--- config.mk ---
export PLATFORM = sky130hd
export DESIGN_NAME = pattern_correlator
export DESIGN_NICKNAME = d
export VERILOG_FILES = /design/src/rtl/corr_pkg.sv /design/src/rtl/corr_ctrl.sv /design/src/rtl/corr_datapath.sv /design/src/rtl/pattern_correlator.sv
export SDC_FILE = /design/constraint.sdc
export NUM_CORES = 1
export LEC_CHECK = 0
export BUFFER_PORTS_ARGS = -buffer_cell sky130_fd_sc_hd__buf_2
export CAP_MARGIN = 20
export CORE_ASPECT_RATIO = 1.5
export CORE_MARGIN = 3
export CORE_UTILIZATION = 40
export DETAILED_ROUTE_END_ITERATION = 6
export PLACE_DENSITY_LB_ADDON = 0.15
export SYNTH_ARGS = -nofsm -noshare
export SYNTH_HDL_FRONTEND = slang
export SYNTH_HIERARCHICAL = 1
export SYNTH_SLANG_ARGS = --single-unit
--- constraint.sdc ---
create_clock -name dataClk -period 11 [get_ports dataClk]
set_input_delay 1.1 -clock dataClk [delete_from_list [all_inputs] [get_ports dataClk]]
set_output_delay 1.1 -clock dataClk [all_outputs]
set_load 0.005 [all_outputs]
--- src/rtl/corr_pkg.sv ---
package corr_pkg;
  // Strobes from control to datapath, valid for the coming data edge
  typedef struct packed {
    logic shiftEn;    // sample bitIn into the history
    logic clearHist;  // empty the history and drop the flag
    logic evalEn;     // window is full enough for a match
  } corrStrobe_t;
endpackage

--- src/rtl/corr_ctrl.sv ---
module corr_ctrl
  import corr_pkg::*;
#(
  parameter int PAT_W = 32,
  parameter int SEL_W = 2
) (
  input  logic             dataClk,
  input  logic             rstN,
  input  logic             corrEnable,
  input  logic             syncValid,
  input  logic [SEL_W-1:0] sizeSel,
  output corrStrobe_t      strobe
);
  localparam int STEP  = PAT_W / (1 << SEL_W);
  localparam int CNT_W = $clog2(PAT_W + 1);

  logic [CNT_W-1:0] fillCnt;
  logic [CNT_W-1:0] fillNext;
  logic [CNT_W-1:0] winLen;
  logic             active;

  assign active   = corrEnable && syncValid;
  assign winLen   = CNT_W'((32'(sizeSel) + 32'd1) * 32'(STEP));
  assign fillNext = (fillCnt == CNT_W'(PAT_W)) ? fillCnt : fillCnt + CNT_W'(1);

  always_ff @(posedge dataClk or negedge rstN) begin
    if (!rstN)       fillCnt <= '0;
    else if (!active) fillCnt <= '0;
    else             fillCnt <= fillNext;
  end

  always_comb begin
    strobe.shiftEn   = active;
    strobe.clearHist = !active;
    strobe.evalEn    = active && (fillNext >= winLen);
  end
endmodule

--- src/rtl/corr_datapath.sv ---
module corr_datapath
  import corr_pkg::*;
#(
  parameter int PAT_W = 32,
  parameter int SEL_W = 2
) (
  input  logic             dataClk,
  input  logic             rstN,
  input  logic             bitIn,
  input  logic [PAT_W-1:0] refPattern,
  input  logic [SEL_W-1:0] sizeSel,
  input  logic [SEL_W-1:0] tolSel,
  input  corrStrobe_t      strobe,
  output logic             matchFlag
);
  localparam int STEP  = PAT_W / (1 << SEL_W);
  localparam int CNT_W = $clog2(PAT_W + 1);

  logic [PAT_W-1:0] hist;
  logic [PAT_W-1:0] histNext;
  logic [PAT_W-1:0] winMask;
  logic [PAT_W-1:0] mismatch;
  logic [CNT_W-1:0] errCnt;
  logic             inTol;

  // newest bit lands in position 0
  assign histNext = {hist[PAT_W-2:0], bitIn};

  for (genvar g = 0; g < PAT_W; g++) begin : gen_mask
    assign winMask[g] = (32'(sizeSel) >= 32'(g / STEP));
  end

  assign mismatch = (histNext ^ refPattern) & winMask;

  always_comb begin
    errCnt = '0;
    for (int i = 0; i < PAT_W; i++) errCnt = errCnt + CNT_W'(mismatch[i]);
  end

  assign inTol = (errCnt <= CNT_W'(tolSel));

  always_ff @(posedge dataClk or negedge rstN) begin
    if (!rstN) begin
      hist      <= '0;
      matchFlag <= 1'b0;
    end else if (strobe.clearHist) begin
      hist      <= '0;
      matchFlag <= 1'b0;
    end else if (strobe.shiftEn) begin
      hist      <= histNext;
      matchFlag <= strobe.evalEn && inTol;
    end
  end
endmodule

--- src/rtl/pattern_correlator.sv ---
module pattern_correlator
  import corr_pkg::*;
#(
  parameter int PAT_W = 32,
  parameter int SEL_W = 2
) (
  input  logic             dataClk,
  input  logic             rstN,
  input  logic             bitIn,
  input  logic             corrEnable,
  input  logic             syncValid,
  input  logic [PAT_W-1:0] refPattern,
  input  logic [SEL_W-1:0] sizeSel,
  input  logic [SEL_W-1:0] tolSel,
  output logic             matchFlag
);
  corrStrobe_t strobe;

  corr_ctrl #(.PAT_W(PAT_W), .SEL_W(SEL_W)) u_ctrl (
    .dataClk    (dataClk),
    .rstN       (rstN),
    .corrEnable (corrEnable),
    .syncValid  (syncValid),
    .sizeSel    (sizeSel),
    .strobe     (strobe)
  );

  corr_datapath #(.PAT_W(PAT_W), .SEL_W(SEL_W)) u_dp (
    .dataClk    (dataClk),
    .rstN       (rstN),
    .bitIn      (bitIn),
    .refPattern (refPattern),
    .sizeSel    (sizeSel),
    .tolSel     (tolSel),
    .strobe     (strobe),
    .matchFlag  (matchFlag)
  );
endmodule

### Word-level counts from Yosys, hierarchy flattened

Index checks and enable logic that the tools add are counted.
W data, S select, Z words.

| operators by class | value |
|---|---|
| reduce and logical (&&, ||, !) cells | 3 |
| equality and inequality tests | 1 |
| mux-type cells | 4 |
| $add $sub $neg | 33 |
| bitwise operators | 2 |
| magnitude comparators | 5 |

Operators with widths:

| operator | number |
|---|---|
| $add A6 B1 Y6 | 30 |
| $and A32 B32 Y32 | 1 |
| $xor A32 B32 Y32 | 1 |
| $mux W31 | 1 |
| $mux W6 | 2 |
| $add A6 B1 Y6 const B | 1 |
| $eq A6 B6 Y1 const B | 1 |
| $ge A6 B6 Y1 | 1 |
| $le A6 B2 Y1 | 1 |
| $ge A2 B2 Y1 const B | 2 |
| $add A2 B1 Y3 const B | 1 |
| $logic_and A1 B1 Y1 | 3 |
| $add A1 B1 Y2 | 1 |
| $ge A2 B1 Y1 const B | 1 |
| $mux W1 | 1 |

| word-level totals | value |
|---|---|
| flip-flop bits (word level) | 38 |
| word-level logic and storage cells | 51 |

### Logic depth before layout (Yosys ltp)

| logic depth | value |
|---|---|
| word-level depth | 36 |
| gate-level depth with buffers | 19 |

### By module

The synthesis kept the hierarchy.

By module, submodules not included:

| module | area an instance (µm²) | instances | cells each |
|---|---|---|---|
| corr_datapath | 2463.6 | 1 | 232 |
| corr_ctrl | 455.4 | 1 | 48 |

### Least setup slack after synthesis

Ideal clock, no wire load.

| timing path | value |
|---|---|
| path type | input -> register |
| start | input port sizeSel[1] |
| end | register u_dp.matchFlag |
| data required time | 10.879 ns |
| stages on the path | 19 |
| library setup time | 0.121 ns |
| data arrival time | 6.179 ns |
| path buffers | 1 |
| setup slack | 4.700 ns |
| cells stage by stage | clkbuf_1 -> nor2_1 -> nor2_1 -> fa_1 -> inv_1 -> fa_1 -> fa_1 -> inv_1 -> fa_1 -> fa_1 -> fa_1 -> ha_1 -> inv_1 -> fa_1 -> inv_1 -> ha_1 -> nor2b_1 -> o21ai_0 -> a32o_2 |

| between the ends | value |
|---|---|
| cells in the longest elaborated chain, start to end | 29 |

RTL lines:

| what | line | source |
|---|---|---|
| start, declared | pattern_correlator.sv:13 | `input logic [SEL_W-1:0] sizeSel,` |
| $ge A2 B1 Y1 | corr_datapath.sv:30 | `assign winMask[g] = (32'(sizeSel) >= 32'(g / STEP));` |
| $and A32 B32 Y32 | corr_datapath.sv:33 | `assign mismatch = (histNext ^ refPattern) & winMask;` |
| $add A6 B1 Y6 (24 in series) | corr_datapath.sv:37 | `for (int i = 0; i < PAT_W; i++) errCnt = errCnt + CNT_W'(mismatch[i]);` |
| $le A6 B2 Y1 | corr_datapath.sv:40 | `assign inTol = (errCnt <= CNT_W'(tolSel));` |
| $logic_and A1 B1 Y1 (*) | corr_datapath.sv:51 | `matchFlag <= strobe.evalEn && inTol;` |
| $mux W1 (*) | corr_datapath.sv:46 | `end else if (strobe.clearHist) begin` |
| end signal, assigned | corr_datapath.sv:51 |  |
| end, declared | corr_datapath.sv:14 | `output logic matchFlag` |

Every way passes the cells marked *; elsewhere a longest branch is shown, timed or not.

### Worst setup path in the final report

Same ends and word-level chain as after synthesis.

==> flow_metrics.tcl <==
set metrics [dict create \
    n_antenna_cell 0 \
    clkTransAtPathRegs_ns 0.07 \
    nets 398 \
    ir_drop_mv 0.110 \
    drive_gt1_frac 0.167 \
    slew_viol_final 0 \
    die_w_um 75.8 \
    power.density_mw_per_mm2 160 \
    finClkSkew_ns 0.00387 \
    critPathTopFamily "adder cells" \
    critPathLaunchType "input port" \
    outcome "finished, final reports clean" \
    layoutNonFillerInstCount 414 \
    cts_root_buffer "clkbuf_8" \
    power_mw 0.519 \
    multi_input_area_mm2 0.00175 \
    reg2reg_from "u_dp/hist[10]" \
    rsz0062_at_grt "false" \
    routed_wl_mm 5.70 \
    row_count 37 \
    n_fill_cell 701 \
    critPathMaxFanout 12 \
    areaGrowthSynthToFinish_pct 11.4 \
    numCtsBuffers 5 \
    hp-class "reg2reg" \
    synth_cells 280 \
    syn_area_mm2 0.00292 \
    drv_cap 0 \
    preCtsSetupSlack_ns 4.45 \
    vias 1912 \
    reg2regPathDepth 18 \
    insertion_delay_ns 0.28 \
    cp-end-kind "flip-flop" \
    grt_pass1_vias 2072 \
    max_freq_ghz 0.161 \
    drc 0 \
    cts_hold_buf 0 \
    whs_path_depth 1 \
    synth_seq_area_share 0.326 \
    clock_sinks 38 \
    crit_required_ns 11.18 \
    finalCoreUtilization 0.465 \
    layout_commonest_cell "nor2_1" \
    fin_crit_sh 0.565 \
    syn_area_per_cell_um2 10.4 \
    worstMarginPinSlew_ns 0.867 \
    cts_setup_buffers 0 \
    boundaryPins 42 \
    fp.dieArea_mm2 0.00838 \
    final_antenna_net_count 0 \
    crit_chain "buf_2, nor2_1, nor2_1, fa_1, inv_1, fa_1, fa_1, inv_1, fa_1, fa_1, fa_1, ha_1, inv_1, fa_1, inv_1, ha_1, nor2b_1, o21ai_0, a32o_2" \
    finalInstanceArea_mm2 0.00325 \
    slew_headroom 0.422 \
    crit_path_frequent_cell "fa_1" \
    place.gp.congestion 0.799 \
    grt.overflow.total 0 \
    register_area_um2 951 \
    synth_cell_types 33 \
    ctsResizeCount 0 \
    cts_tree "built" \
    timing.rr.end "u_dp/matchFlag" \
    routedWlPerCell_um 13.8 \
    r2r_slack_ns 5.52 \
    holdPathEnd "u_dp/matchFlag" \
    slowest_delay_ns 0.55 \
    criticalPathCategory "in2reg" \
    final_cell_mix "nor2_1 (43), buf_2 (41), dfrtp_1 (38), inv_1 (33), mux2i_1 (31)" \
    yosys_warnings 6 \
    worst_ep_arrival_time_ns 6.39 \
    fin_crit_ns 6.22 \
    place_inst 408 \
    worstHoldStart "u_dp/matchFlag" \
    synth-seq-cells 38 \
    ctsLongestPathBuffers 2 \
    synth_fp_nets 360 \
    final.setup.tns_ns 0 \
    first_pass_iters 4 \
    portBuffers 41 \
    setup_ws_ns 4.78 \
    initial_core_util 0.418 \
    die_h_um 111 \
    cp_slowest_cell "fa_1" \
    setup_viol 0 \
    leakage_nw 1.61 \
    core_area_mm2 0.00699 \
    drt_first_iter_violations 61 \
    post_dp_cell_area_mm2 0.00317 \
    fin_hold_ws_ns 0.493 \
    via_per_inst 4.62 \
    critPathLaunch "sizeSel[1]" \
    hold_viol_final 0 \
    grt_pass1_wl_mm 9.70 \
    dp_hpwl_mm 4.36 \
    path_buf_inv 5 \
    grtUsageTotal 0.153 \
    antenna_found_initial 0 \
    grt_max_degree 39 \
    htreeDepth 2 \
]
==> cells in the mapped netlist <==
cell type       n  share of area
a211o_1         1         0.0030
a21oi_1         2         0.0034
a31o_2          1         0.0030
a31oi_1         1         0.0021
a32o_2          1         0.0039
and2_1          9          0.019
and3_1          2         0.0043
buf_2           1         0.0017
buf_4           4          0.010
buf_6           2         0.0077
clkbuf_1        2         0.0026
dfrtp_1        38           0.33
dlygate4sd1_1   3         0.0090
fa_1           24           0.16
ha_1           15          0.064
inv_1          33          0.042
mux2i_1        31           0.11
nand2_1        15          0.019
nand3_1         3         0.0051
nand3b_1        1         0.0026
nand4b_1        1         0.0030
nand4bb_4       1         0.0094
nor2_1         43          0.055
nor2b_1         1         0.0021
nor3_1          1         0.0017
nor4b_2         1         0.0051
o2111a_1        1         0.0039
o211ai_1        1         0.0026
o21ai_0         3         0.0051
o21ai_1         1         0.0017
or3_1           2         0.0043
xnor2_1        14          0.042
xor2_1         21          0.063
==> per-layer routing <==
layer | wire [um] | track usage | part of all wire
met5 | 0 | 0 | 0
met2 | 3080 | 0.268 | 0.54
met1 | 2380 | 0.186 | 0.42
met3 | 169 | 0.0273 | 0.030
met4 | 77 | 0.0385 | 0.014
==> worst max-delay path by stage <==
stage	end	depth (start not counted)
after floorplan	u_dp/matchFlag	19
after global placement	u_dp/matchFlag	19
after detailed placement	u_dp/matchFlag	19
after CTS	u_dp/matchFlag	19
after global routing	u_dp/matchFlag	19
final	u_dp/matchFlag	19
==> state kept, by name, summed over array words and instances (netlist names) <==
| signal | cells |
|---|---|
| u_ctrl/fillCnt | 6 |
| u_dp/hist | 31 |
| u_dp/matchFlag | 1 |
==> cell families (layout without fill, tap and decap cells) <==
group,count (synthesis),after routing,share of synthesized area
flip-flops,38,38,0.326
AND/OR/NAND/NOR,80,80,0.132
adder cells (fa/ha/maj),39,39,0.229
multiplexers,31,31,0.106
AO/OA/AOI/OAI,12,12,0.0287
buffers and inverters,45,82,0.0737
XOR/XNOR,35,35,0.105
==> power by group <==
part	total, mW	internal (mW)	leakage, nW	switching (mW)
logic	0.283	0.131	1.04	0.152
clock network	0.0955	0.0484	0.0431	0.0471
registers	0.141	0.140	0.530	0.000642
==> final cells by class <==
type	count	area share
multi-input cells	197	0.539
flip-flops and latches	38	0.292
repair buffers	43	0.0677
inverters	33	0.0381
well taps	97	0.0373
clock buffers	6	0.0254
Power figures use the tool's default switching activity.
